$ cat config.mk
export PLATFORM = sky130hd
export DESIGN_NAME = usb_smi_evt_reg
export DESIGN_NICKNAME = d
export VERILOG_FILES = /design/src/rtl/usb_smi_pkg.sv /design/src/rtl/usb_smi_edge_det.sv /design/src/rtl/usb_smi_w1c_bank.sv /design/src/rtl/usb_smi_irq.sv /design/src/rtl/usb_smi_evt_reg.sv
export SDC_FILE = /design/constraint.sdc
export NUM_CORES = 1
export LEC_CHECK = 0
export ABC_AREA = 1
export ABC_CLOCK_PERIOD_IN_PS = 800
export CORE_MARGIN = 5
export CORE_UTILIZATION = 41
export DETAILED_ROUTE_END_ITERATION = 12
export PLACE_DENSITY = 0.85
export SYNTH_ARGS = -nofsm -noshare
export SYNTH_HDL_FRONTEND = slang
export SYNTH_SLANG_ARGS = --single-unit
$ cat constraint.sdc
create_clock -name clk -period 0.8 [get_ports clk]
set_input_delay 0.16 -clock clk [delete_from_list [all_inputs] [get_ports clk]]
set_output_delay 0.16 -clock clk [all_outputs]
set_load 0.01 [all_outputs]
$ cat src/rtl/usb_smi_pkg.sv
package usb_smi_pkg;
  localparam int EV_N     = 6;
  localparam int EV_PWR   = 0;
  localparam int EV_ASYNC = 1;
  localparam int EV_PER   = 2;
  localparam int EV_CFG   = 3;
  localparam int EV_HALT  = 4;
  localparam int EV_HCRST = 5;

  localparam int EN_LSB  = 0;
  localparam int PEN_LSB = 8;
  localparam int ST_LSB  = 16;
  localparam int PST_LSB = 24;

  localparam logic [EV_N-1:0] RISE_ONLY_MASK = 6'b110000;
endpackage

$ cat src/rtl/usb_smi_edge_det.sv
module usb_smi_edge_det #(
  parameter bit RISE_ONLY = 1'b0
) (
  input  logic clk,
  input  logic rst,
  input  logic sig,
  output logic evt
);
  logic prev_q;

  // Tracks the input during reset too, so release never produces an event.
  always_ff @(posedge clk) begin
    prev_q <= sig;
  end

  generate
    if (RISE_ONLY) begin : g_rise
      assign evt = !rst && sig && !prev_q;
    end else begin : g_any
      assign evt = !rst && (sig != prev_q);
    end
  endgenerate
endmodule

$ cat src/rtl/usb_smi_w1c_bank.sv
module usb_smi_w1c_bank #(
  parameter int W = 8
) (
  input  logic         clk,
  input  logic         rst,
  input  logic [W-1:0] set_i,
  input  logic [W-1:0] clr_i,
  output logic [W-1:0] st_q
);
  always_ff @(posedge clk) begin
    if (rst) st_q <= '0;
    else     st_q <= (st_q & ~clr_i) | set_i;
  end
endmodule

$ cat src/rtl/usb_smi_irq.sv
module usb_smi_irq #(
  parameter int W = 8
) (
  input  logic         clk,
  input  logic         rst,
  input  logic [W-1:0] st_i,
  input  logic [W-1:0] en_i,
  output logic         smi_q
);
  always_ff @(posedge clk) begin
    if (rst) smi_q <= 1'b0;
    else     smi_q <= |(st_i & en_i);
  end
endmodule

$ cat src/rtl/usb_smi_evt_reg.sv
module usb_smi_evt_reg
  import usb_smi_pkg::*;
#(
  parameter int NUM_PORTS = 6,  // at most 8
  parameter int REG_W     = 32
) (
  input  logic                 clk,
  input  logic                 susp_rst,
  input  logic                 reg_wr,
  input  logic [REG_W-1:0]     reg_wdata,
  output logic [REG_W-1:0]     reg_rdata,
  input  logic                 pwr_state_wr,
  input  logic                 async_sched_en,
  input  logic                 periodic_sched_en,
  input  logic                 cfg_flag,
  input  logic                 hc_halted,
  input  logic                 hc_reset,
  input  logic [NUM_PORTS-1:0] port_owner_evt,
  output logic                 smi_o
);
  localparam int SW = EV_N + NUM_PORTS;

  logic [EV_N-1:0] ev_raw, ev_set;
  logic [SW-1:0]   set_v, clr_v, st_q, en_all;
  logic [EV_N-1:0] en_ev_q;
  logic [NUM_PORTS-1:0] en_pt_q;
  logic [REG_W-1:0] rd_next;

  assign ev_raw = {hc_reset, hc_halted, cfg_flag, periodic_sched_en,
                   async_sched_en, pwr_state_wr};

  genvar gi;
  generate
    for (gi = 0; gi < EV_N; gi++) begin : g_ev
      if (gi == EV_PWR) begin : g_strobe
        assign ev_set[gi] = !susp_rst && ev_raw[gi];
      end else begin : g_det
        usb_smi_edge_det #(.RISE_ONLY(RISE_ONLY_MASK[gi])) u_det (
          .clk (clk),
          .rst (susp_rst),
          .sig (ev_raw[gi]),
          .evt (ev_set[gi])
        );
      end
    end
  endgenerate

  assign set_v = {port_owner_evt, ev_set};
  assign clr_v = reg_wr ? {reg_wdata[PST_LSB +: NUM_PORTS], reg_wdata[ST_LSB +: EV_N]}
                        : '0;

  usb_smi_w1c_bank #(.W(SW)) u_stat (
    .clk   (clk),
    .rst   (susp_rst),
    .set_i (set_v),
    .clr_i (clr_v),
    .st_q  (st_q)
  );

  always_ff @(posedge clk) begin
    if (susp_rst) begin
      en_ev_q <= '0;
      en_pt_q <= '0;
    end else if (reg_wr) begin
      en_ev_q <= reg_wdata[EN_LSB +: EV_N];
      en_pt_q <= reg_wdata[PEN_LSB +: NUM_PORTS];
    end
  end

  assign en_all = {en_pt_q, en_ev_q};

  usb_smi_irq #(.W(SW)) u_irq (
    .clk   (clk),
    .rst   (susp_rst),
    .st_i  (st_q),
    .en_i  (en_all),
    .smi_q (smi_o)
  );

  always_comb begin
    rd_next = '0;
    rd_next[EN_LSB  +: EV_N]      = en_ev_q;
    rd_next[PEN_LSB +: NUM_PORTS] = en_pt_q;
    rd_next[ST_LSB  +: EV_N]      = st_q[EV_N-1:0];
    rd_next[PST_LSB +: NUM_PORTS] = st_q[SW-1:EV_N];
  end

  always_ff @(posedge clk) begin
    if (susp_rst) reg_rdata <= '0;
    else          reg_rdata <= rd_next;
  end
endmodule

Word-level counts from Yosys, hierarchy flattened
Cells that the tools add are included.
{"block": "word_totals", "regBits": 62, "inputBits": 47, "word_cells": 31}
{"block": "classes", "eq_ne": 3, "muxes": 1, "bitwise": 4, "n_reduce_logical": 12}
{"op": "12-bit bitwise AND", "count": 2}
{"op": "12-bit two-way mux", "count": 1}
{"op": "12-bit inverter", "count": 1}
{"op": "12-bit bitwise OR", "count": 1}
{"op": "12-bit OR reduction", "count": 1}
{"op": "1-bit logical AND", "count": 8}
{"op": "1-bit logical NOT", "count": 3}
{"op": "1-bit != test", "count": 3}

Depth between registers and ports, before layout
Gate-level depths: netlist of run 1.
{"block": "depth", "ltp_word": 4, "ltp_mapped": 6, "mapped_depth_nobuf": 6}

By module
From an unflattened synthesis of run 1, not the netlist that was laid out.
{"block": "hier_totals", "hier_cells": 301, "hier_area_um2": 2153.3}
{"module": "usb_smi_evt_reg", "instances": 1, "cells_each": 188, "area_per_inst_um2": 1367.6, "seq_area_each_um2": 720.7}
{"module": "usb_smi_w1c_bank", "instances": 1, "cells_each": 61, "area_per_inst_um2": 484.2, "seq_area_each_um2": 240.2}
{"module": "usb_smi_irq", "instances": 1, "cells_each": 26, "area_per_inst_um2": 117.6, "seq_area_each_um2": 20.0}
{"module": "usb_smi_edge_det (g_ev[1].g_det.u_det ...)", "instances": 3, "cells_each": 6, "area_per_inst_um2": 38.8, "seq_area_each_um2": 20.0}
{"module": "usb_smi_edge_det (g_ev[4].g_det.u_det ...)", "instances": 2, "cells_each": 4, "area_per_inst_um2": 33.8, "seq_area_each_um2": 20.0}

Least setup slack after synthesis of run 1
OpenSTA, ideal clock, no wires.
{"block": "synth_timing", "kind": "register to register", "startpoint": "register u_stat.st_q[2]", "endpoint": "register u_irq.smi_q", "arrival_time_ns": 0.633, "t_required_ns": 0.691, "setup_slack_ns": 0.058, "stages_incl_launch_ff": 7, "n_path_buf": 0, "cell_sequence": "dfxtp_1 > nand2_1 > nand2_1 > nor2_1 > nand3_1 > nand2_1 > inv_1"}
{"block": "synth_via", "elab_chain_cells": 2}
{"element": "start: declaration", "line_no": "usb_smi_w1c_bank.sv:8", "source": "output logic [W-1:0] st_q"}
{"element": "start signal: assignment", "line_no": "usb_smi_w1c_bank.sv:12", "source": "else st_q <= (st_q & ~clr_i) | set_i;"}
{"element": "12-bit bitwise AND", "line_no": "usb_smi_irq.sv:12", "source": "else smi_q <= |(st_i & en_i);"}
{"element": "12-bit OR reduction", "line_no": "usb_smi_irq.sv:12"}
{"element": "end signal: assignment", "line_no": "usb_smi_irq.sv:12"}
{"element": "end: declaration", "line_no": "usb_smi_irq.sv:8", "source": "output logic smi_q"}
Every way passes these cells.
A chain may end at the register's enable or synchronous reset.

Worst setup path after layout of run 1
{"block": "layout_timing", "startpoint": "register reg_rdata[9]", "endpoint": "output port reg_rdata[9]"}
{"element": "start: declaration", "line_no": "usb_smi_evt_reg.sv:11", "source": "output logic [REG_W-1:0] reg_rdata,"}
{"element": "start signal: assignment", "line_no": "usb_smi_evt_reg.sv:90", "source": "else reg_rdata <= rd_next;"}
No word-level cell between the ends.

==> results of run 1 <==
-- cells in the mapped netlist --
master    count
o21ai_0       5
buf_4         9
buf_2         4
clkinv_4      1
xnor2_1       3
o21ai_2       9
buf_12        1
dfxtp_1      54
nor2_1       34
buf_6         2
inv_1        25
inv_2         1
conb_1        1
nand3_1       1
a21oi_1      22
nand2_1      38
-- layer usage --
metal  track usage (%)  routed length [um]  part of all wire [%]  vias up
met3              5.50                 332                   8.3        5
met2              22.8                1980                    50       56
met5                 0                   0                     0        -
met4              4.72                  52                   1.3        0
met1              16.3                1630                    41      652
li1                  -                   -                     -      772
-- power by group --
part	internal (mW)	switching, mW	total, mW
clock	0.604	0.793	1.40
sequential	2.87	0.0760	2.94
combinational	0.410	0.336	0.746
total	3.88	1.20	5.09
-- registers in the layout, summed over array words and instances (netlist names) --
signal / cells
g_ev.g_det.u_det.prev_q: 5
en_pt_q: 6
u_stat.st_q: 12
reg_rdata: 24
u_irq.smi_q: 1
en_ev_q: 6
-- kinds of logic (layout without fill, tap and decap cells) --
logic type      Yosys count  in the layout
xor+xnor                  3              3
simple gates             73             73
buf+inv                  43            113
flops                    54             54
compound gates           36             36
other cells               1              8
-- metrics by stage --
step                      total power, mW  setup slack [ns]  cell area, um^2  hold WS (ns)  util, %
after floorplan                      3.34            0.0578             1860         0.188        -
after global placement               3.74            -0.447             2550         0.402     58.5
after detailed placement             3.76            -0.508             2550         0.417     58.5
after CTS                            5.10            -0.127             2530         0.318     58.0
after global routing                 5.36            -0.139             2610         0.323     60.0
final                                5.09           -0.0954             2610         0.336     60.0
-- placed cells by master, fill, tap and decap left out, types with 3 or more instances in the layout --
cell             Yosys  routed
buf_2                4      17
buf_4                9      13
conb_1               1       8
nand2_2              0       5
dfxtp_2              0      17
xnor2_1              3       3
dfxtp_1             54      37
clkdlybuf4s50_1      0      36
o21ai_2              9       9
clkbuf_8             0       5
o21ai_0              5       5
nor2_1              34      31
nand2_1             38      33
a21oi_1             22      21
nor2_2               0       3
inv_1               25      25
buf_6                2       9
-- cell type report --
| cell class | instances | area, um^2 | area share [%] |
|---|---|---|---|
| timing repair inverter | 1 | 5.00 | 0.192 |
| sequential | 54 | 1100 | 42.2 |
| tap | 52 | 65.1 | 2.49 |
| inverter | 27 | 111 | 4.26 |
| clock buffer | 7 | 76.3 | 2.92 |
| timing repair buffer | 78 | 682 | 26.1 |
| multi-input combinational | 120 | 569 | 21.8 |
-- worst max path at each step --
stage	from	endpoint	slack (ns)	cells after the start
after floorplan	u_stat.st_q[2]$_SDFF_PP0_	u_irq.smi_q$_SDFF_PP0_	0.06	6
final	reg_rdata[9]$_SDFF_PP0_	reg_rdata[9]	-0.1	1
after CTS	reg_rdata[4]$_SDFF_PP0_	reg_rdata[4]	-0.13	1
after global placement	reg_wr	en_pt_q[0]$_SDFFE_PP0P_	-0.45	4
after global routing	reg_rdata[26]$_SDFF_PP0_	reg_rdata[26]	-0.14	1
after detailed placement	reg_wr	en_pt_q[1]$_SDFFE_PP0P_	-0.51	4
-- what timing repair did --
action / CTS / global route
setup endpoints to repair: 69 / 28
hold buffers: 0 / 0
pin swaps: 1 / 6
setup buffers: 0 / 1
gates cloned: 1 / 0
gates resized for setup: 111 / 28
hold endpoints to repair: 0 / 0
==> metrics.yaml, run 1 <==
clock_network:
  htree_levels: 2
  cts_buffer_depth: 2
  cts_tree: "built"
  cts.sinks: 54
  path_clk_slew_ns: 0.09
  cts-root-buf: "clkbuf_8"
  cts_made_buffers: 5
  clock_latency_ns: 0.30
yosys:
  synth.ff_latch_count: 54
  synth_adder_area_share_pct: 0
  synth_compound_area_share_pct: 11.6
  netlist_instances: 210
  avgSynthCellArea_um2: 8.75
  synth.top_cell.area_share_pct: 58.9
  ys_warn_count: 0
  netlist-cell-type-count: 16
  synth.mux.area_fraction_pct: 0
  synth_top_family_by_area: "simple AND/OR/NAND/NOR gates"
  synth_area_leaders: "dfxtp_1, nand2_1, nor2_1"
  yosysSeqAreaShare_pct: 58.9
  synth_xor_area_share_pct: 1.43
  syn-cell-area_um2: 1840
  synthSimpleGateAreaFrac_pct: 15.0
  yosys.area.top_type: "dfxtp_1"
status:
  status: "finished with violations"
  violations: "setup timing"
worst_setup_path:
  rr_endpoint: "u_irq.smi_q$_SDFF_PP0_"
  worstSetupEndpointType: "primary output"
  crit_path_max_incr_delay_ns: 0.33
  slowest_stage: "dfxtp_2"
  ff2ff_path_depth: 6
  worstReg2RegStart: "u_stat.st_q[10]$_SDFF_PP0_"
  crit_family: "flip-flops"
  critPathBufInv: 1
  arrival_ns: 0.74
  crit_chain: "buf_6"
  critPathLaunchType: "flip-flop"
  r2r_slack_ns: -0.02
  worstSetupPathType: "reg -> out"
  cp_data_required_time_ns: 0.64
  crit_fanout: 1
timing:
  period_needed_ns: 0.895
  report.final.setup_viol: 26
  worst_slack_ns: -0.0954
  setup_tns_ns: -2.22
  finalHoldViolations: 0
  fin_crit_sh_pct: 112
  rsz0062_at_grt: "true"
  clock_skew_ns: 0.00428
  finalMaxSlewViolations: 0
  fmax_ghz: 1.12
routing:
  first_pass_iters: 5
  antenna_left: 0
  routedWlPerCell_um: 11.8
  drc_errors: 0
  vias: 1485
  via_per_inst: 4.38
  initialDrtViolationCount: 85
  wl_um: 3990
global_route:
  antenna_found_initial: 0
  grt_pass1_wl_um: 6580
  grt_pass1_vias: 1382
  overflow: 0
  grt.total_usage_pct: 13.8
  grt_max_degree: 25
die:
  die-width_um: 76.9
  start_util_pct: 42.2
  core_area_um2: 4350
  std_cell_rows: 24
  dieArea_um2: 5920
  fp.dieH_um: 76.9
  ios: 80
power:
  power_density_nw_per_um2: 1950
  ir_drop_v: 0.00125
  leakagePower_nw: 1.20
min_path:
  min_path_cells: 1
  min_from: "hc_reset"
  min_path_type: "in -> reg"
  min_to: "g_ev[5].g_det.u_det.prev_q$_DFF_P_"
placement:
  place_inst: 330
  portBuffers: 63
  hpwlAfterDp_um: 2970
  place.gp.congestion: 0.759
layout:
  diodes: 0
  fillers: 419
  num-nets-final: 334
  area_growth_pct: 42.2
  stdcell_count: 339
  layout-drive-gt1-share_pct: 28.9
flow_run:
  drv_cap: 0
No activity file was read; power rests on OpenSTA's default activity.
==> run 2: changes to the inputs <==
- CAP_MARGIN: not set -> 30
==> results of run 2 <==
Final layout, timing and power as in run 1 (identical DEF).
